$ cat src/rtl/dbnc_pkg.sv
package dbnc_pkg;
  localparam int unsigned OFS_LEVEL = 32'h00;
  localparam int unsigned OFS_CHEN  = 32'h04;
  localparam int unsigned OFS_POL   = 32'h14;
  localparam int unsigned OFS_IEN   = 32'h18;
  localparam int unsigned OFS_PEND  = 32'h1C;
  localparam int unsigned OFS_MPEND = 32'h20;
  localparam int unsigned OFS_CLR   = 32'h24;
  localparam int unsigned OFS_ARM   = 32'h28;
  localparam int unsigned OFS_PER0  = 32'h40;

  // byte address of the period word of channel ch
  function automatic int unsigned period_ofs(input int unsigned ch);
    return OFS_PER0 + 4 * ch;
  endfunction

  // 1 when the filtered level matches the programmed polarity
  function automatic logic level_active(input logic lvl, input logic pol);
    return lvl == pol;
  endfunction
endpackage

$ cat src/rtl/dbnc_sync.sv
module dbnc_sync #(
  parameter int unsigned W = 8
) (
  input  logic         clk_i,
  input  logic         rst_ni,
  input  logic [W-1:0] d_i,
  output logic [W-1:0] q_o
);
  logic [W-1:0] meta_q, stab_q;

  always_ff @(posedge clk_i or negedge rst_ni) begin
    if (!rst_ni) begin
      meta_q <= '0;
      stab_q <= '0;
    end else begin
      meta_q <= d_i;
      stab_q <= meta_q;
    end
  end

  assign q_o = stab_q;
endmodule

$ cat src/rtl/dbnc_filter.sv
module dbnc_filter #(
  parameter int unsigned CW = 12
) (
  input  logic          clk_i,
  input  logic          rst_ni,
  input  logic          en_i,
  input  logic          tick_i,
  input  logic          in_i,
  input  logic [CW-1:0] period_i,
  output logic          level_o
);
  localparam logic [CW-1:0] ONE = {{(CW-1){1'b0}}, 1'b1};

  // a programmed period of zero behaves as one tick
  function automatic logic [CW-1:0] eff_limit(input logic [CW-1:0] p);
    return (p == '0) ? ONE : p;
  endfunction

  logic [CW-1:0] cnt_q;
  logic          lvl_q;
  logic          differs_w;
  logic          commit_w;
  logic [CW-1:0] limit_w;

  assign limit_w   = eff_limit(period_i);
  assign differs_w = in_i != lvl_q;
  assign commit_w  = tick_i && differs_w && (cnt_q >= limit_w - ONE);

  always_ff @(posedge clk_i or negedge rst_ni) begin
    if (!rst_ni) begin
      cnt_q <= '0;
      lvl_q <= 1'b0;
    end else if (!en_i) begin
      cnt_q <= '0;
      lvl_q <= 1'b0;
    end else if (!differs_w) begin
      cnt_q <= '0;
    end else if (commit_w) begin
      cnt_q <= '0;
      lvl_q <= in_i;
    end else if (tick_i) begin
      cnt_q <= cnt_q + ONE;
    end
  end

  assign level_o = lvl_q;

  // level holds between ticks
  a_r6_hold_without_tick: assert property (@(posedge clk_i) disable iff (!rst_ni)
    (en_i && !tick_i) |=> $stable(lvl_q));

  // agreement with the pin discards any partial count
  a_r5_restart_on_match: assert property (@(posedge clk_i) disable iff (!rst_ni)
    (en_i && !differs_w) |=> (cnt_q == '0));

  // a disabled channel reads low
  a_r11_disabled_low: assert property (@(posedge clk_i) disable iff (!rst_ni)
    !en_i |=> (!lvl_q && cnt_q == '0));
endmodule

$ cat src/rtl/dbnc_irq_bank.sv
module dbnc_irq_bank #(
  parameter int unsigned NCH = 8,
  parameter int unsigned PW  = 12,
  parameter int unsigned AW  = 8,
  parameter int unsigned DW  = 32
) (
  input  logic          clk_i,
  input  logic          rst_ni,
  input  logic          ms_tick_i,
  input  logic [7:0]    pin_i,
  input  logic          we_i,
  input  logic [AW-1:0] addr_i,
  input  logic [DW-1:0] wdata_i,
  output logic [DW-1:0] rdata_o,
  output logic          irq_o
);
  import dbnc_pkg::*;

  localparam logic [PW-1:0] PER_RST = {{(PW-1){1'b0}}, 1'b1};

  logic [NCH-1:0] chen_q, pol_q, ien_q, arm_q, pend_q;
  logic [PW-1:0]  per_q [NCH];
  logic [NCH-1:0] sync_w, level_w, active_w, fire_w, clr_w, masked_w;
  logic [NCH-1:0] pend_d, arm_d;
  logic [31:0]    addr32_w;
  logic           unused_wdata;

  assign addr32_w     = 32'(addr_i);
  assign unused_wdata = ^wdata_i[DW-1:PW];

  function automatic logic hit(input logic [31:0] a, input int unsigned ofs);
    return a == ofs;
  endfunction

  dbnc_sync #(.W(NCH)) u_sync (
    .clk_i  (clk_i),
    .rst_ni (rst_ni),
    .d_i    (pin_i[NCH-1:0]),
    .q_o    (sync_w)
  );

  for (genvar i = 0; i < NCH; i++) begin : g_ch
    dbnc_filter #(.CW(PW)) u_flt (
      .clk_i    (clk_i),
      .rst_ni   (rst_ni),
      .en_i     (chen_q[i]),
      .tick_i   (ms_tick_i),
      .in_i     (sync_w[i]),
      .period_i (per_q[i]),
      .level_o  (level_w[i])
    );

    assign active_w[i] = level_active(level_w[i], pol_q[i]);

    always_ff @(posedge clk_i or negedge rst_ni) begin
      if (!rst_ni) per_q[i] <= PER_RST;
      else if (we_i && hit(addr32_w, period_ofs(i))) per_q[i] <= wdata_i[PW-1:0];
    end
  end

  // events between the filters and the status logic
  assign fire_w   = chen_q & ien_q & arm_q & active_w;
  assign clr_w    = (we_i && hit(addr32_w, OFS_CLR)) ? wdata_i[NCH-1:0] : '0;
  assign pend_d   = (pend_q & ~clr_w) | fire_w;
  assign arm_d    = ((we_i && hit(addr32_w, OFS_ARM)) ? wdata_i[NCH-1:0] : arm_q) & ~fire_w;
  assign masked_w = pend_q & ien_q;
  assign irq_o    = |masked_w;

  always_ff @(posedge clk_i or negedge rst_ni) begin
    if (!rst_ni) begin
      chen_q <= '0;
      pol_q  <= '0;
      ien_q  <= '0;
      arm_q  <= '0;
      pend_q <= '0;
    end else begin
      if (we_i && hit(addr32_w, OFS_CHEN)) chen_q <= wdata_i[NCH-1:0];
      if (we_i && hit(addr32_w, OFS_POL))  pol_q  <= wdata_i[NCH-1:0];
      if (we_i && hit(addr32_w, OFS_IEN))  ien_q  <= wdata_i[NCH-1:0];
      arm_q  <= arm_d;
      pend_q <= pend_d;
    end
  end

  always_comb begin
    rdata_o = '0;
    if (hit(addr32_w, OFS_LEVEL)) rdata_o[NCH-1:0] = level_w;
    if (hit(addr32_w, OFS_CHEN))  rdata_o[NCH-1:0] = chen_q;
    if (hit(addr32_w, OFS_POL))   rdata_o[NCH-1:0] = pol_q;
    if (hit(addr32_w, OFS_IEN))   rdata_o[NCH-1:0] = ien_q;
    if (hit(addr32_w, OFS_PEND))  rdata_o[NCH-1:0] = pend_q;
    if (hit(addr32_w, OFS_MPEND)) rdata_o[NCH-1:0] = masked_w;
    if (hit(addr32_w, OFS_ARM))   rdata_o[NCH-1:0] = arm_q;
    for (int i = 0; i < NCH; i++) begin
      if (hit(addr32_w, period_ofs(i))) rdata_o[PW-1:0] = per_q[i];
    end
  end

  // a firing channel becomes pending and is disarmed
  a_r7_fire_sets_pending: assert property (@(posedge clk_i) disable iff (!rst_ni)
    (|fire_w) |=> (((pend_q & $past(fire_w)) == $past(fire_w)) &&
                   ((arm_q & $past(fire_w)) == '0)));

  // a new pending bit needs enable, interrupt enable and arm
  a_r8_pending_needs_arm: assert property (@(posedge clk_i) disable iff (!rst_ni)
    ((pend_q & ~$past(pend_q) & ~$past(chen_q & ien_q & arm_q)) == '0));

  // a cleared bit that is not firing is gone next cycle
  a_r9_clear_drops: assert property (@(posedge clk_i) disable iff (!rst_ni)
    ((clr_w & ~fire_w) != '0) |=> ((pend_q & $past(clr_w & ~fire_w)) == '0));

  // nothing enabled, no interrupt
  a_r10_irq_quiet: assert property (@(posedge clk_i) disable iff (!rst_ni)
    (ien_q == '0) |-> !irq_o);
endmodule

$ cat config.mk
export PLATFORM = sky130hd
export DESIGN_NAME = dbnc_irq_bank
export DESIGN_NICKNAME = d
export VERILOG_FILES = /design/src/rtl/dbnc_pkg.sv /design/src/rtl/dbnc_sync.sv /design/src/rtl/dbnc_filter.sv /design/src/rtl/dbnc_irq_bank.sv
export SDC_FILE = /design/constraint.sdc
export NUM_CORES = 1
export LEC_CHECK = 0
export BUFFER_PORTS_ARGS = -buffer_cell sky130_fd_sc_hd__clkbuf_2
export CAP_MARGIN = 20
export CORE_MARGIN = 8
export CORE_UTILIZATION = 50
export CTS_BUF_LIST = sky130_fd_sc_hd__clkbuf_16
export DETAILED_ROUTE_END_ITERATION = 6
export PLACE_DENSITY = 0.7
export SLEW_MARGIN = 15
export SYNTH_ARGS = -nofsm -noshare
export SYNTH_HDL_FRONTEND = slang
export SYNTH_SLANG_ARGS = --single-unit
$ cat constraint.sdc
create_clock -name clk_i -period 4.7 [get_ports clk_i]
set_input_delay 0.47 -clock clk_i [delete_from_list [all_inputs] [get_ports clk_i]]
set_output_delay 0.47 -clock clk_i [all_outputs]
set_load 0.03 [all_outputs]
Word-level counts from Yosys, hierarchy flattened
Index checks and enable logic that the tools add are counted.

word-level totals
  bits in registers = 256
  bits of input ports = 52
  output and inout bits = 33
  word-level logic and storage cells = 247

operators by class
  add/sub/neg operators = 16
  $lt $le $gt $ge = 8
  equal/unequal tests = 55
  multiplexer cells = 81
  bitwise gates (word level) = 9
  reduce and logical (&&, ||, !) cells = 47

operators with widths
  cell                   number
  $mux 12                48
  $add 12x1->12 const B  8
  $ge 12x12->1           8
  $logic_not 12->1       8
  $sub 12x1->12 const B  8
  $mux 8                 9
  $eq 8x7->1 const B     8
  $and 8x8->8            6
  $logic_not 32->1       1
  $ne 2x1->1 const B     16
  $ne 4x4->1 const B     8
  $logic_and 1x1->1      29
  $eq 8x5->1 const B     3
  $eq 8x6->1 const B     3
  $mux 1                 24
  $not 8->8              2
  $reduce_and 2->1       8
  $eq 1x1->1             8
  $eq 8x3->1 const B     1
  $ne 1x1->1             8
  $or 8x8->8             1
  $reduce_or 8->1        1

Depth between registers and ports, before layout
  word-level depth = 16
  gate-level depth with buffers = 17
  depth with buffers taken out = 15

Cells and area by module
A second synthesis with hierarchy kept.

second synthesis, totals
  cells, all modules = 1724
  area total of the unflattened synthesis = 17400.4 um^2

by module, submodules not included
  module                            instances  cells an instance  area each (um^2)  sequential area each (um^2)
  dbnc_filter at g_ch[0].u_flt ...  7          130                1171.1            325.3
  dbnc_irq_bank                     1          651                7591.0            3413.3
  dbnc_filter at g_ch[2].u_flt      1          147                1211.2            325.3
  dbnc_sync                         1          16                 400.4             400.4

Least setup slack after synthesis
OpenSTA, ideal clock, no wires.

  path type = register to register
  start = register per_q[6] (netlist name)
  end = register g_ch[7].u_flt.cnt_q[9]
  setup time = 0.079 ns
  arrival time = 3.772 ns
  required time = 4.621 ns
  path slack = 0.849 ns
  stages on the path, launching flop included = 18
  path buffers = 2
  clock period less this slack = 3.851 ns
  cell sequence = dfrtp_1 clkbuf_1 nor4_1 nand2b_1 or4_1 nor4_1 nor2_1 ha_1 nand2_1 xor2_1 ha_1 a21o_1 a2111oi_0 o21ai_1 a2111oi_2 buf_2 nand2_1 mux2i_1

between the ends
  word-level cells in the longest chain between the ends = 8
  elaborated cells between the ends (all ways) = 9
  those cells by class = 1 x add/sub; 1 x order compare; 1 x eq/ne; 4 x mux; 2 x reduce/logical

RTL lines
  what                              RTL line             source
  start: declaration                dbnc_irq_bank.sv:22  logic [PW-1:0] per_q [NCH];
  start signal: indexed assignment  dbnc_irq_bank.sv:57  else if (we_i && hit(addr32_w, period_ofs(i))) per_q[i] <= wdata_i[PW-1:0];
  $logic_not 12->1                  dbnc_filter.sv:16    return (p == '0) ? ONE : p;
  $mux 12 (*)                       dbnc_filter.sv:16
  $sub 12x1->12 (*)                 dbnc_filter.sv:27    assign commit_w = tick_i && differs_w && (cnt_q >= limit_w - ONE);
  $ge 12x12->1 (*)                  dbnc_filter.sv:27
  $logic_and 1x1->1 (*)             dbnc_filter.sv:27
  $mux 12                           dbnc_filter.sv:38    end else if (commit_w) begin
  $mux 12                           dbnc_filter.sv:36    end else if (!differs_w) begin
  $mux 12                           dbnc_filter.sv:33    end else if (!en_i) begin
  end signal: assignment            dbnc_filter.sv:42    cnt_q <= cnt_q + ONE;
  end: declaration                  dbnc_filter.sv:19    logic [CW-1:0] cnt_q;

Mark *: on every way between the ends. The rest lies on a longest branch, timed or not.
A chain may end at the register's enable or synchronous reset.

Worst setup path after layout
  start = register per_q[6] (netlist name)
  end = register g_ch[7].u_flt.cnt_q[10]

Same word-level chain as after synthesis.

==> results by group <==
GRT
  – GR Util met3: under 10%
  – Initial antenna violation count: 6
  – Largest net degree at the start of global routing: 118
  – Total track usage: between 20% and 30%
  – GRT busiest layer: met2
  – Vias in the first global route: around 14,000
  – First-pass GRT wire length: 77,900 µm
  – Grt total ovfl: 0
  – Met2 global-route usage: 38.4%
  – M1 GR Usage: about 31%

Timing
  – Layout Skew: 15.9 ps
  – Period utilization: between 90% and 100%
  – Final hold slack: 348 ps
  – Setup TNS: 0 ps
  – Setup violations, final: 0
  – Period minus WS final: 4290 ps
  – F_max: 0.233 GHz
  – Final hold vios: 0
  – RSZ-0062 raised after global routing: no
  – Fin. max-slew vios: 0
  – Slew @ Worst Pin: 1070 ps
  – Max-slew headroom: 28.8%

Floorplanning
  – Chip Width: around 200 µm
  – Core Area: 0.0334 mm²
  – Row Count: between 60 and 70
  – I/O Pins: 85
  – Die Span Y: around 200 µm
  – Initial Util: 50.7%
  – Die area: 0.0400 mm²

Logic synthesis
  – Post-synth EDFFs: 0
  – Mapped Cells: 1,797
  – Synth async-reset ratio: 100%
  – Synth Register Bits: 256
  – Top FF cell, synth: dfrtp_1
  – Number of distinct library cells after synthesis: 86
  – Synth warnings: 0
  – Synthesized area per cell: 9.43 µm²
  – Seq/Total Area, Yosys: between 30% and 40%
  – Synth Cell Area: 0.0170 mm²

CTS
  – Clk root buf: clkbuf_16
  – Deepest clock path buffer count: 3
  – Reg clk slew, reported paths: 60 ps
  – H-tree depth: 1
  – Num CTS Buffers: 30
  – Setup Fix Bufs, Post-CTS: 0
  – Clk_lat worst skew: 580 ps
  – CTS tree: built
  – Clock Sinks: 256

Layout
  – Area growth syn-to-layout: 9.77%
  – Commonest non-fill, non-tap cell in the layout: dfrtp_1
  – Fraction of layout instances using a drive strength above 1: 15.0%
  – # fillers: 2,926
  – Nets: roughly 2,000
  – Most frequent cells in the layout: 248 x dfrtp_1, 178 x nand2_1, 127 x mux2_2, 112 x ha_1, 108 x a21oi_1
  – N_diodes: 0

Placed design
  – Detailed Place HPWL: approximately 35,000 µm
  – Port Buf Inserts: 44
  – Gp weighted congestion: 0.986

Detailed routing
  – DR iter-0 viols: 1,031
  – Post-route ant nets: 0
  – DR vias: 14,414
  – Post-Route WL: ~49,000 µm
  – Drt wl/cell: 21.2 µm
  – Routed vias/inst: 6.25
  – Drt drc: 0
  – DR pass1 iterations: 5

Run status
  – Status: completed

Worst setup path
  – CP Max Fanout: 12
  – Startpoint type of the worst setup path: flip-flop
  – R2r endpoint: g_ch[7].u_flt.cnt_q[10]
  – Register-to-register setup slack: slightly above 400 ps
  – CP Data Arrival Time: about 4800 ps
  – Origin of the critical flop-to-flop path: per_q[6]
  – Req. time, crit path: between 5000 and 6000 ps
  – Crit end category: flip-flop
  – Reg2Reg Depth: 16
  – Critical path class: flip-flop to flip-flop
  – CP startpoint: per_q[6]

Min path
  – Worst hold endpoint: u_sync.q_o[4]
  – Hold Crit Class: flip-flop to flip-flop
  – Hold Path Cell Cnt: 0
  – Hold path start: u_sync.meta_q[4]

Power
  – Cell Pwr Density: 322 mW/mm²
  – Leak: 0.00845 µW
  – Max VDD drop: approximately 290 µV

Run
  – Max-cap violation count: 0
==> per-stage QoR <==
stage / setup WS, ps / utilization, % / power [µW] / cells / cell area [µm²]
final: 415 / 55.6 / 5990 / 2305 / 18600
after global placement: 552 / 52.4 / 3660 / 2240 / 17500
after CTS: 363 / 55.6 / 6030 / 2305 / 18600
after floorplan: 849 / - / 3370 / 1816 / 17000
after global routing: 18.9 / 55.6 / 6290 / 2305 / 18600
after detailed placement: 372 / 52.4 / 3710 / 2240 / 17500
==> layout make-up <==
type	count	area [µm²]	area share, %
Inverter	56	210	1.13
Clock buffer	31	776	4.17
Timing Repair Buffer	74	490	2.64
Sequential cell	256	6420	34.5
Clock inverter	25	189	1.02
Multi-Input combinational cell	1415	9960	53.6
Tap cell	448	561	3.01
==> layer usage <==
metal,vias to the layer above,part of all wire (%)
li1,6706,-
met1,7078,42
met2,494,47
met3,126,6.8
met4,10,4.0
met5,-,0.13
==> cells by family after synthesis <==
kind of cell / share of synthesized area (%)
AND/OR/NAND/NOR: 18.5
AO/OA/AOI/OAI: 16.4
flip-flops: 37.9
buffers and inverters: 3.90
other: 0.0221
XOR/XNOR: 4.65
multiplexers: 10.4
adder cells (fa/ha/maj): 8.27
==> Yosys cell counts (all sizes together) (44+ instances only) <==
cell type | count | share of area, %
nand3 | 106 | 3.1
nand2 | 178 | 3.9
inv | 56 | 1.2
dfrtp | 248 | 37
mux2 | 127 | 8.4
xor2 | 44 | 2.3
buf | 53 | 1.9
nor2 | 106 | 2.5
a21oi | 108 | 3.2
xnor2 | 46 | 2.4
o21ai | 80 | 2.4
ha | 112 | 8.3
==> flip-flops by register name, indices dropped and copies added (netlist names) <==
signal and flops:
ien_q 8, g_ch.u_flt.level_o 8, u_sync.meta_q 8, arm_q 8, pend_q 8, chen_q 8
per_q 96, pol_q 8, u_sync.q_o 8, g_ch.u_flt.cnt_q 96
==> critical path, cell delays in order, from the launching register on <==
cell       delay [ps]
dfrtp_1           460
nor4_1            420
nand2b_1          110
or4_1             470
nor4_1            240
nor2_1            110
ha_1              250
nand2_1            90
xor2_1            150
ha_1              260
a21o_1            190
a2111oi_0         410
o21ai_1           240
a2111oi_2         340
buf_4             250
nand4_1           100
mux2i_1           130
==> repair_timing <==
| action | 4_1_cts | 5_1_grt |
|---|---|---|
| hold buffers | 9 | 0 |
| hold endpoints to repair | 17 | 0 |
| setup endpoints to repair | 0 | 10 |
| resized for setup | 0 | 1 |
==> worst max path at each step <==
stage	cells after the start	to
2_1_floorplan	17	g_ch[7].u_flt.cnt_q[9]
3_3_place_gp	15	g_ch[7].u_flt.cnt_q[2]
3_5_place_dp	15	g_ch[7].u_flt.cnt_q[2]
4_1_cts	15	g_ch[7].u_flt.cnt_q[9]
5_1_grt	15	g_ch[5].u_flt.cnt_q[3]
6_report	16	g_ch[7].u_flt.cnt_q[10]
==> report_power, final <==
group	internal (µW)	switching (µW)	total (µW)
Sequential	2270	104	2370
Clock	1350	958	2300
Combinational	550	765	1320
Note: power is estimated with default switching activity, not from simulation.
